==> src/rtl/e1aa_pkg.sv <==
package e1aa_pkg;

  typedef struct packed {
    logic freeze_dis;
    logic clksw_dis;
    logic ais_dis;
    logic ebit_en;
    logic ra_en;
  } e1aa_cfg_t;

  // value sent in an E-bit slot: a pending report, otherwise "no error"
  function automatic logic ebit_value(input logic valid, input logic crc_ok);
    return valid ? crc_ok : 1'b1;
  endfunction

  // next value of the clean-frame counter during a freeze hold
  function automatic int unsigned clean_next(input int unsigned cnt, input int unsigned limit);
    return (cnt + 1 >= limit) ? 0 : cnt + 1;
  endfunction

endpackage

==> src/rtl/e1aa_level_react.sv <==
module e1aa_level_react (
  input  logic clk,
  input  logic rst_n,
  input  logic stb,
  input  logic lfa,
  input  logic los,
  input  logic ra_en,
  input  logic ais_dis,
  input  logic clksw_dis,
  output logic ra,
  output logic ais,
  output logic master
);

  logic ra_d, ais_d, master_d;

  always_comb begin
    ra_d     = ra_en & lfa;
    ais_d    = lfa & ~ais_dis;
    master_d = los & ~clksw_dis;
  end

  always_ff @(posedge clk or negedge rst_n) begin
    if (!rst_n) begin
      ra     <= 1'b0;
      ais    <= 1'b0;
      master <= 1'b0;
    end else if (stb) begin
      ra     <= ra_d;
      ais    <= ais_d;
      master <= master_d;
    end
  end

  assert_ra_follows_lfa_R1: assert property (@(posedge clk) disable iff (!rst_n)
    stb |=> (ra == ($past(lfa) & $past(ra_en))));
  assert_ais_select_R2: assert property (@(posedge clk) disable iff (!rst_n)
    (stb && lfa && !ais_dis) |=> ais);
  assert_clk_switch_R3: assert property (@(posedge clk) disable iff (!rst_n)
    (stb && clksw_dis) |=> !master);
  assert_hold_between_strobes_R10: assert property (@(posedge clk) disable iff (!rst_n)
    !stb |=> ($stable(ra) && $stable(ais) && $stable(master)));

endmodule

==> src/rtl/e1aa_ebit_queue.sv <==
module e1aa_ebit_queue
  import e1aa_pkg::*;
#(
  parameter int unsigned N_SMF = 2,
  localparam int unsigned IDX_W = (N_SMF > 1) ? $clog2(N_SMF) : 1
) (
  input  logic             clk,
  input  logic             rst_n,
  input  logic             stb,
  input  logic             mf_start,
  input  logic             en,
  input  logic             rpt_valid,
  input  logic [IDX_W-1:0] rpt_idx,
  input  logic             rpt_ok,
  output logic [N_SMF-1:0] ebit
);

  logic [N_SMF-1:0] pend_v;
  logic [N_SMF-1:0] pend_ok;
  logic             consume;

  assign consume = stb & mf_start;

  for (genvar i = 0; i < N_SMF; i++) begin : g_slot
    logic wr;
    assign wr = rpt_valid & (rpt_idx == IDX_W'(i));

    always_ff @(posedge clk or negedge rst_n) begin
      if (!rst_n) begin
        pend_v[i]  <= 1'b0;
        pend_ok[i] <= 1'b1;
        ebit[i]    <= 1'b1;
      end else begin
        if (wr) begin
          pend_v[i]  <= 1'b1;
          pend_ok[i] <= rpt_ok;
        end else if (consume) begin
          pend_v[i] <= 1'b0;
        end
        if (consume)
          ebit[i] <= en ? ebit_value(pend_v[i], pend_ok[i]) : 1'b1;
      end
    end

    assert_report_sent_R4: assert property (@(posedge clk) disable iff (!rst_n)
      (consume && en && pend_v[i] && !pend_ok[i]) |=> !ebit[i]);
  end

  assert_disabled_ones_R5: assert property (@(posedge clk) disable iff (!rst_n)
    (consume && !en) |=> (ebit == {N_SMF{1'b1}}));
  assert_ebit_hold_R10: assert property (@(posedge clk) disable iff (!rst_n)
    !consume |=> $stable(ebit));

endmodule

==> src/rtl/e1aa_freeze_ctl.sv <==
module e1aa_freeze_ctl
  import e1aa_pkg::*;
#(
  parameter int unsigned MF_FRAMES = 16,
  localparam int unsigned CNT_W = $clog2(MF_FRAMES + 1)
) (
  input  logic clk,
  input  logic rst_n,
  input  logic stb,
  input  logic los,
  input  logic cas_lma,
  input  logic slip_evt,
  input  logic dis,
  output logic trig,
  output logic freeze
);

  logic             slip_pend;
  logic [CNT_W-1:0] clean_cnt;
  logic             release_now;

  assign trig        = los | cas_lma | slip_pend | slip_evt;
  assign release_now = (32'(clean_cnt) + 1 >= MF_FRAMES);

  always_ff @(posedge clk or negedge rst_n) begin
    if (!rst_n) slip_pend <= 1'b0;
    else if (stb) slip_pend <= 1'b0;
    else if (slip_evt) slip_pend <= 1'b1;
  end

  always_ff @(posedge clk or negedge rst_n) begin
    if (!rst_n) begin
      freeze    <= 1'b0;
      clean_cnt <= '0;
    end else if (stb) begin
      if (dis) begin
        freeze    <= 1'b0;
        clean_cnt <= '0;
      end else if (trig) begin
        freeze    <= 1'b1;
        clean_cnt <= '0;
      end else if (freeze) begin
        clean_cnt <= CNT_W'(clean_next(32'(clean_cnt), MF_FRAMES));
        if (release_now) freeze <= 1'b0;
      end
    end
  end

  assert_freeze_on_trigger_R6: assert property (@(posedge clk) disable iff (!rst_n)
    (stb && !dis && (los || cas_lma)) |=> freeze);
  assert_slip_kept_R7: assert property (@(posedge clk) disable iff (!rst_n)
    (!stb && slip_evt) |=> slip_pend);
  assert_count_bounded_R8: assert property (@(posedge clk) disable iff (!rst_n)
    32'(clean_cnt) < MF_FRAMES);
  assert_freeze_disabled_R9: assert property (@(posedge clk) disable iff (!rst_n)
    (stb && dis) |=> !freeze);
  assert_freeze_hold_R10: assert property (@(posedge clk) disable iff (!rst_n)
    !stb |=> $stable(freeze));

endmodule

==> src/rtl/e1_auto_alarm.sv <==
module e1_auto_alarm
  import e1aa_pkg::*;
#(
  parameter int unsigned MF_FRAMES = 16
) (
  input  logic       clk,
  input  logic       rst_n,
  input  logic       frm_stb,
  input  logic       tx_mf_start,
  input  logic       lfa,
  input  logic       los,
  input  logic       cas_lma,
  input  logic       slip_evt,
  input  logic       smf_done,
  input  logic       smf_idx,
  input  logic       smf_crc_ok,
  input  logic [4:0] cfg,
  output logic       tx_ra,
  output logic [1:0] tx_ebit,
  output logic       ais_force,
  output logic       clk_master,
  output logic       sig_freeze
);

  e1aa_cfg_t c;
  logic      freeze_trig;

  assign c = e1aa_cfg_t'(cfg);

  e1aa_level_react u_level (
    .clk      (clk),
    .rst_n    (rst_n),
    .stb      (frm_stb),
    .lfa      (lfa),
    .los      (los),
    .ra_en    (c.ra_en),
    .ais_dis  (c.ais_dis),
    .clksw_dis(c.clksw_dis),
    .ra       (tx_ra),
    .ais      (ais_force),
    .master   (clk_master)
  );

  e1aa_ebit_queue #(.N_SMF(2)) u_ebit (
    .clk      (clk),
    .rst_n    (rst_n),
    .stb      (frm_stb),
    .mf_start (tx_mf_start),
    .en       (c.ebit_en),
    .rpt_valid(smf_done),
    .rpt_idx  (smf_idx),
    .rpt_ok   (smf_crc_ok),
    .ebit     (tx_ebit)
  );

  e1aa_freeze_ctl #(.MF_FRAMES(MF_FRAMES)) u_freeze (
    .clk     (clk),
    .rst_n   (rst_n),
    .stb     (frm_stb),
    .los     (los),
    .cas_lma (cas_lma),
    .slip_evt(slip_evt),
    .dis     (c.freeze_dis),
    .trig    (freeze_trig),
    .freeze  (sig_freeze)
  );

  assert_trig_sets_freeze_R6: assert property (@(posedge clk) disable iff (!rst_n)
    (frm_stb && freeze_trig && !c.freeze_dis) |=> sig_freeze);

endmodule

==> config.mk <==
export PLATFORM = sky130hd
export DESIGN_NAME = e1_auto_alarm
export DESIGN_NICKNAME = d
export VERILOG_FILES = /design/src/rtl/e1aa_pkg.sv /design/src/rtl/e1aa_level_react.sv /design/src/rtl/e1aa_ebit_queue.sv /design/src/rtl/e1aa_freeze_ctl.sv /design/src/rtl/e1_auto_alarm.sv
export SDC_FILE = /design/constraint.sdc
export NUM_CORES = 1
export LEC_CHECK = 0
export CAP_MARGIN = 20
export CORE_MARGIN = 8
export CORE_UTILIZATION = 60
export CTS_BUF_LIST = sky130_fd_sc_hd__clkbuf_8 sky130_fd_sc_hd__clkbuf_16
export DETAILED_ROUTE_END_ITERATION = 6
export DONT_BUFFER_PORTS = 1
export PLACE_DENSITY = 0.82
export SYNTH_ARGS = -nofsm -noshare
export SYNTH_HDL_FRONTEND = slang
export SYNTH_HIERARCHICAL = 1
export SYNTH_SLANG_ARGS = --single-unit
==> constraint.sdc <==
create_clock -name clk -period 3.76 [get_ports clk]
set_clock_uncertainty 0.1 [all_clocks]
set_input_delay 0.376 -clock clk [delete_from_list [all_inputs] [get_ports clk]]
set_output_delay 0.376 -clock clk [all_outputs]
set_load 0.05 [all_outputs]
==> flow_summary_export.csv, run 1 <==
group,metric,value,unit
yosys,yosysTopAreaCell,"dfrtp_1",
pwr,switching_power,0.107,mW
worst_setup_path,r2r_start,"u_freeze/clean_cnt[0]",
clocking,numCtsBuffers,3,
routing,firstDrtPassIters,4,
die,io_pins,22,
yosys,syn_area,807,um^2
clocking,cts-root-buf,"clkbuf_8",
clocking,clk_path_buf_depth,2,
yosys,synth_cells,70,
pwr,p_per_area,467,mW/mm^2
sta,hold_viol,0,
die,fp.dieH,52.7,um
yosys,synth.area.top_cells,"dfrtp_1, dfstp_2, mux2_4",
routing,ant_nets,0,
yosys,synthesis.nets,87,
die,start_util,62.8,%
worst_setup_path,startpoint,"u_freeze/clean_cnt[0]",
finish,multi_input_comb_area,367,um^2
sta,relSlewSlack,52.2,%
sta,tightest_slew,717,ps
worst_setup_path,crit_fanout,5,
yosys,ys.flop_type,"dfrtp_1",
yosys,synth-seq-cells,16,
routing,drt_iter0_drc,6,
routing,viasPerCell,6.13,
die,dieArea,0.00277,mm^2
clocking,ctsResizeCount,0,
yosys,synth-edff-count,0,
worst_setup_path,critPathRequiredTime,3840,ps
finish,drive_above_1_share,26.0,%
yosys,avgSynthCellArea,11.5,um^2
die,placementRows,13,
clocking,h-tree-depth,1,
sta,timing.fmax,0.618,GHz
clocking,hold_buffers,1,
clocking,clk_pin_slew,60,ps
finish,fill_cells,107,
routing,wl_per_cell,18.1,um
placed_design,dp_hpwl,1180,um
placed_design,io_buffers,0,
grt,grt_max_degree,17,
outcome,status,"finished, final reports clean",
finish,syn_to_final_growth,8.37,%
finish,regArea,405,um^2
sta,layout_min_cycle_time,1620,ps
pwr,ir_drop,420,uV
grt,antenna_found_initial,0,
worst_setup_path,startpoint_type,"register",
routing,routed_wl,1600,um
pwr,seq_power_share,55.5,%
sta,rsz0062_at_grt,"false",
clocking,cts_setup_buffers,0,
clocking,cts_sinks,16,
yosys,yosys_warnings,6,
routing,num_vias,539,
die,core,0.00128,mm^2
pwr,switching_share,26.3,%
sta,holdWs,85.3,ps
pwr,clkPwrFrac,36.9,%
grt,grtUsageTotal,13.3,%
pwr,p_int,0.301,mW
finish,n_antenna_cell,0,
worst_setup_path,crit_type,"register to register",
pwr,p_comb_share,7.6,%
finish,layout.nets,91,
grt,grt_overflow_total,0,
pwr,leakagePower,0.373,nW
placed_design,place_congestion,0.721,
worst_setup_path,arrival,1700,ps
clocking,cts_tree,"done",
sta,drv_slew,0,
sta,period_share,43.0,%
worst_hold_path,worstHoldPathType,"input pin to register",
pwr,finalPower,0.408,mW
run,maxCapViolCount,0,
grt,grt_pass1_vias,586,
grt,grt_pass1_wl,2690,um
worst_hold_path,hold_start,"frm_stb",
die,floorplan.die.width,52.7,um
sta,finalSetupTns,0,ps
sta,setup_viol,0,
yosys,synth_most_common_cell,"dfrtp_1",
yosys,synth_top_area_share,37.2,%
yosys,ys_async_sr_fraction,100,%
worst_setup_path,endpoint_kind,"register",
routing,remaining_drc_errors,0,
clocking,worstSkewPairLatency,250,ps
yosys,synthTopCellsByCount,"dfrtp_1, nand2_1, inv_1, dfstp_2, nand3_1",
yosys,synth.distinct_cells,35,
yosys,ys_seq_area_share,50.2,%
-- power by group through the flow --
stage | sequential (mW) | clock, mW | combinational [mW]
after CTS | 0.227 | 0.154 | 0.0314
after global routing | 0.229 | 0.163 | 0.0347
after detailed placement | 0.230 | 0 | 0.0270
after global placement | 0.229 | 0 | 0.0259
final | 0.227 | 0.151 | 0.0309
after floorplan | 0.227 | 0 | 0.0262
-- critical path, stage by stage, from the launching register on --
cell	delay [ps]
dfrtp_1	430
ha_1	270
a31oi_1	190
a41o_1	230
nand4_4	140
o21ai_2	180
-- placed cells by master, fill, tap and decap left out, drive strengths merged, types with 2 or more instances in the layout --
cell	n
a31oi	2
clkbuf	4
dfrtp	12
dfstp	4
inv	5
mux2	4
nand2	7
nand3	4
nand3b	3
nand4	2
nor2	3
nor2b	2
o21ai	5
o22ai	2
o31ai	2
-- layout make-up --
class | count | area share (%)
Clock buffer | 4 | 6.29
Multi-Input combinational cell | 47 | 41.9
Inverter | 5 | 2.15
Sequential cell | 16 | 46.4
Tap cell | 15 | 2.15
Timing Repair Buffer | 1 | 1.14
-- sequential cells by signal (all words and copies together), names as in the netlist --
name / count
u_level/ais: 1
u_freeze/freeze: 1
u_level/ra: 1
u_ebit/ebit: 2
u_ebit/pend_ok: 2
u_freeze/slip_pend: 1
u_freeze/clean_cnt: 5
u_level/master: 1
u_ebit/pend_v: 2
-- per-stage QoR --
stage / worst slack, ps / instance area (um^2) / util [%] / std cells
6_report: 2140 / 875 / 68.1 / 88
5_1_grt: 2050 / 875 / 68.1 / 88
4_1_cts: 2150 / 875 / 68.1 / 88
2_1_floorplan: 2180 / 807 / - / 70
3_5_place_dp: 2160 / 810 / 63.0 / 83
3_3_place_gp: 2200 / 810 / 63.0 / 83
-- final timing paths --
check                                        endpoint  slack, ps  cells past startpoint
worst max-delay path            u_freeze/clean_cnt[2]       2140                      5
worst min register to register       u_ebit/pend_v[0]        390                      1
worst max register to register  u_freeze/clean_cnt[2]       2140                      5
max in group asynchronous          u_freeze/slip_pend       2600                      1
min in group asynchronous            u_ebit/pend_v[0]        520                      1
worst min-delay path               u_freeze/slip_pend         90                      1
-- layer usage --
layer,track usage [%],vias to the layer above,part of all wire [%]
li1,-,257,-
met1,14.6,259,38
met2,20.9,21,51
met3,6.53,2,8.9
met4,6.47,0,1.2
met5,0,-,0
-- logic make-up (layout without fill, tap and decap cells) --
family	Yosys count	after routing	share of synthesized area (%)
muxes	4	4	6.51
adders and majority gates	1	1	1.55
buffers and inverters	7	10	4.34
AOI/OAI and AO/OA	17	17	16.6
and+or+nand+nor	25	25	20.8
DFF	16	16	50.2
Note: power is estimated with default switching activity, not from simulation.
==> run 2, diff against run 1 <==
CORE_UTILIZATION = 59   (was 60)
PLACE_DENSITY = 0.81   (was 0.82)
clock period = 1.6 ns   (was 3.76 ns; I/O delays follow)
==> run 2 against run 1 <==
  * Critical path depth up 1
  * Cell area up 14%
  * Hold slack worse by 83 ps
  * Largest power group unchanged
  * Highest routed layer unchanged
==> flow_summary_export.csv, run 2 (synthesis results as in run 1) <==
group,metric,value,unit
grt,grtUsageTotal,13.3,%
die,core,0.00128,mm^2
clocking,worstSkewPairLatency,240,ps
routing,routed_wl,1760,um
clocking,clk_path_buf_depth,2,
finish,final_cell_mix,"dfrtp_1, dlygate4sd3_1, nand2_1, inv_1",
die,fp.dieH,53.0,um
sta,period_share,98.2,%
finish,drive_above_1_share,25.6,%
worst_setup_path,critPathRequiredTime,1630,ps
worst_setup_path,crit_type,"register to register",
routing,num_vias,604,
finish,largest_reg_flops,5,
finish,n_antenna_cell,0,
sta,finalSetupTns,0,ps
clocking,clk_pin_slew,60,ps
finish,regMostFlops,"u_freeze/clean_cnt",
worst_setup_path,crit_fanout,5,
sta,tightest_slew,742,ps
clocking,h-tree-depth,1,
worst_hold_path,worstHoldPathType,"input pin to register",
finish,fill_cells,83,
sta,drv_slew,0,
clocking,cts_sinks,16,
worst_setup_path,endpoint_kind,"register",
sta,setup_ws,28.2,ps
placed_design,dp_hpwl,1180,um
finish,layout.nets,104,
die,floorplan.die.width,53.0,um
finish,syn_to_final_growth,23.9,%
finish,stdcell_area,1000,um^2
routing,ant_nets,0,
routing,wl_per_cell,17.5,um
placed_design,io_buffers,0,
pwr,ir_drop,877,uV
routing,firstDrtPassIters,4,
run,maxCapViolCount,0,
grt,grt_max_degree,17,
pwr,p_per_area,990,mW/mm^2
grt,grt_pass1_vias,617,
clocking,cts_tree,"done",
grt,grt_pass1_wl,2750,um
sta,layout_min_cycle_time,1570,ps
outcome,status,"finished, final reports clean",
sta,holdWs,1.98,ps
die,dieArea,0.00281,mm^2
routing,viasPerCell,5.98,
worst_setup_path,startpoint_type,"register",
die,start_util,62.8,%
sta,setup_viol,0,
sta,relSlewSlack,50.4,%
routing,remaining_drc_errors,0,
pwr,finalPower,0.989,mW
worst_setup_path,arrival,1600,ps
finish,layout_commonest_cell,"dfrtp_1",
clocking,numCtsBuffers,3,
placed_design,pre_cts_slack,59.7,ps
sta,rsz0062_at_grt,"false",
grt,grt_overflow_total,0,
pwr,leakagePower,0.439,nW
grt,antenna_found_initial,0,
placed_design,place_congestion,0.810,
routing,drt_iter0_drc,17,
die,placementRows,13,
die,io_pins,22,
placed_design,dpl_cell_area,825,um^2
sta,timing.fmax,0.636,GHz
sta,hold_viol,0,
clocking,cts-root-buf,"clkbuf_8",
run 2: cell types whose count changed in the layout (fill, tap and decap cells not counted):
cell | previous run | this run
dlygate4sd3_1 | 1 | 10
buf_4 | 0 | 3
dlymetal6s4s_1 | 0 | 1
run 2: power by group:
group	total [mW]	switching, mW	internal [mW]
Combinational	0.127	0.0611	0.0658
Clock	0.346	0.128	0.218
Sequential	0.516	0.0676	0.449
Total	0.989	0.257	0.732
run 2: worst paths after layout:
path | cells after the start | to | from | slack [ps]
setup / recovery | 6 | u_freeze/clean_cnt[3] | u_freeze/clean_cnt[0] | 30
hold / removal | 3 | u_freeze/clean_cnt[2] | frm_stb | 2
setup reg to reg | 6 | u_freeze/clean_cnt[3] | u_freeze/clean_cnt[0] | 30
hold reg to reg | 1 | u_ebit/pend_v[0] | u_ebit/pend_v[0] | 400
max in group asynchronous | 1 | u_ebit/pend_v[0] | rst_n | 610
min in group asynchronous | 1 | u_freeze/clean_cnt[2] | rst_n | 320
run 2: critical path, stage by stage (launching register included):
cell and delay (ps):
dfrtp_1 420, ha_1 260, a31oi_1 100, a41o_1 270, buf_4 160, nand4_1 80
nand3_1 70
run 2: layer usage:
| metal | vias up | share of wire [%] | GRT usage, % |
|---|---|---|---|
| li1 | 288 | - | - |
| met1 | 289 | 39 | 14.0 |
| met2 | 25 | 52 | 22.7 |
| met3 | 2 | 8.6 | 5.60 |
| met4 | 0 | 0.57 | 5.60 |
| met5 | - | 0 | 0 |
run 2: timing repair:
action,CTS,global route
endpoints found under the hold margin,27,0
buffers inserted,0,1
hold buffers,11,0
gates resized for setup,0,1
setup endpoints to repair,0,2
run 2: layout make-up:
class	instances	area (um^2)	area share, %
Timing Repair Buffer	14	135	13.5
Multi-Input combinational cell	47	367	36.7
Sequential cell	16	405	40.6
Inverter	5	18.8	1.88
Clock buffer	4	55.1	5.51
Tap cell	15	18.8	1.88
run 2: per-stage QoR:
step,utilization [%],cells
after floorplan,-,70
after detailed placement,64.2,85
after global routing,77.8,101
after global placement,64.2,85
final,77.8,101
after CTS,77.0,100
==> run 3, diff against run 2 <==
HOLD_SLACK_MARGIN = 0.06   (was default)
SETUP_SLACK_MARGIN = 0.5   (was default)
==> run 3 against run 2 <==
  * Critical path type unchanged
  * Cell area is 0.25% lower
  * Clock power up 1%
  * Final cell count fell by 3.0%
  * Core utilization down 0.19 points
  * Critical path depth fell by 2
  * Register-to-register slack gained 110 ps
  * Sequential power up 4.5%
  * The run now ends with negative hold slack left
  * Combinational power decreased by 25%
  * First-iteration DRC count grew 24%
  * Wire length up 2.3%
  * Via count fell by 0.50%
==> flow_summary_export.csv, run 3 (synthesis results as in run 1) <==
group,metric,value,unit
run,maxCapViolCount,0,
worst_hold_path,worstHoldPathType,"input pin to register",
sta,holdWs,-127,ps
finish,final_cell_mix,"dfrtp_1, nand2_1, buf_4, inv_1",
clocking,numCtsBuffers,3,
finish,multi_input_comb_area,389,um^2
finish,final_cells,98,
clocking,h-tree-depth,1,
sta,finalSetupTns,0,ps
routing,remaining_drc_errors,0,
sta,hold_viol,20,
sta,tightest_slew,696,ps
clocking,hold_buffers,6,
sta,period_share,91.3,%
pwr,finalPower,0.985,mW
finish,layout_commonest_cell,"dfrtp_1",
pwr,switching_power,0.258,mW
pwr,clkPwrFrac,35.6,%
grt,grt_pass1_wl,3060,um
sta,relSlewSlack,53.6,%
worst_setup_path,crit_type,"register to register",
worst_setup_path,path_buf_inv,0,
worst_setup_path,crit_family,"simple AND/OR/NAND/NOR gates",
routing,viasPerCell,6.13,
pwr,p_comb_share,9.7,%
die,floorplan.die.width,53.0,um
outcome,violations,"negative hold slack",
die,placementRows,13,
routing,firstDrtPassIters,4,
pwr,seq_power_share,54.7,%
grt,grt_max_degree,17,
outcome,status,"finished, violations left",
worst_setup_path,crit_chain,"or4_4, nor2_8, nand4_4, o21ai_1",
clocking,worstSkewPairLatency,250,ps
placed_design,dp_hpwl,1220,um
clocking,cts_tree,"done",
routing,drt_iter0_drc,21,
pwr,p_int,0.727,mW
routing,ant_nets,0,
finish,syn_to_final_growth,23.6,%
routing,wl_per_cell,18.4,um
pwr,switching_share,26.2,%
clocking,clk_path_buf_depth,2,
worst_setup_path,cpMaxStageDelayCell,"or4_4",
pwr,ir_drop,727,uV
die,start_util,62.8,%
grt,antenna_found_initial,0,
sta,setup_viol,0,
worst_setup_path,r2r_slack,140,ps
grt,grtUsageTotal,14.9,%
placed_design,dp_cells,83,
grt,grt_pass1_vias,612,
sta,drv_slew,0,
pwr,leakagePower,0.439,nW
finish,regArea,413,um^2
grt,grt_overflow_total,0,
sta,timing.fmax,0.684,GHz
sta,rsz0062_at_grt,"true",
worst_setup_path,startpoint_type,"register",
worst_setup_path,arrival,1540,ps
placed_design,place_congestion,0.780,
die,core,0.00128,mm^2
finish,drive_above_1_share,37.3,%
finish,fill_cells,79,
die,io_pins,22,
worst_setup_path,crit_fanout,4,
die,fp.dieH,53.0,um
routing,routed_wl,1810,um
finish,largest_reg_flops,5,
pwr,p_per_area,988,mW/mm^2
routing,num_vias,601,
finish,n_antenna_cell,0,
worst_setup_path,cpPeakStageDelay,500,ps
clocking,cts-root-buf,"clkbuf_8",
finish,layout.nets,101,
clocking,cts_sinks,16,
worst_setup_path,endpoint_kind,"register",
sta,layout_min_cycle_time,1460,ps
placed_design,io_buffers,0,
worst_setup_path,critPathRequiredTime,1680,ps
clocking,clk_pin_slew,60,ps
die,dieArea,0.00281,mm^2
finish,regMostFlops,"u_freeze/clean_cnt",
-- run 3: changes by cell type in the layout (fill, tap and decap cells not counted), sizes merged --
cell	before	now
buf	3	5
dlymetal6s4s	1	2
dlygate4sd3	10	4
-- run 3: worst paths after layout --
check	depth (start not counted)	startpoint	end
hold reg to reg	1	u_ebit/pend_v[1]	u_ebit/pend_v[1]
hold / removal	1	frm_stb	u_freeze/slip_pend
min in group asynchronous	1	rst_n	u_freeze/clean_cnt[2]
setup / recovery	4	u_freeze/slip_pend	u_freeze/clean_cnt[1]
max in group asynchronous	1	rst_n	u_freeze/freeze
setup reg to reg	4	u_freeze/slip_pend	u_freeze/clean_cnt[1]
-- run 3: layout make-up --
type	instances	share of cell area, %
inverters	5	1.88
clock buffers	4	5.52
repair buffers	11	10.3
flip-flops and latches	16	41.4
multi-input cells	47	39.0
well taps	15	1.88
-- run 3: timing repair --
action                                  4_1_cts  5_1_grt
gates resized for setup                       8        4
pin swaps                                     4        0
setup buffers                                 4        1
endpoints found under the setup margin       12       15
endpoints found under the hold margin        31       22
-- run 3: worst reg2reg max path, delay by kind of cell, from the launching register on --
family / cells / cell delay [ps]
AOI/OAI and AO/OA: 1 / 140
DFF: 1 / 390
and+or+nand+nor: 3 / 770
-- run 3: routing by layer --
layer | track usage [%] | vias up | share of wire [%]
li1 | - | 279 | -
met1 | 16.0 | 294 | 37
met2 | 24.2 | 24 | 54
met3 | 6.16 | 4 | 8.1
met4 | 7.76 | 0 | 1.5
met5 | 0 | - | 0
-- run 3: power by group through the flow --
stage               combinational [mW]  sequential, mW  clock, mW
floorplan                       0.0615           0.534          0
global placement                0.0610           0.540          0
detailed placement              0.0639           0.544          0
CTS                             0.0899           0.540      0.356
global route                     0.104           0.544      0.378
finish                          0.0951           0.539      0.351
-- run 3: stage by stage --
| step | setup slack [ps] | instance area, um^2 | utilization, % | hold slack, ps |
|---|---|---|---|---|
| 2_1_floorplan | 171 | 808 | - | -236 |
| 3_3_place_gp | 121 | 811 | 63.1 | -235 |
| 3_5_place_dp | 73.2 | 811 | 63.1 | -235 |
| 4_1_cts | 152 | 980 | 76.2 | -129 |
| 5_1_grt | 75.6 | 997 | 77.6 | -135 |
| 6_report | 139 | 997 | 77.6 | -127 |
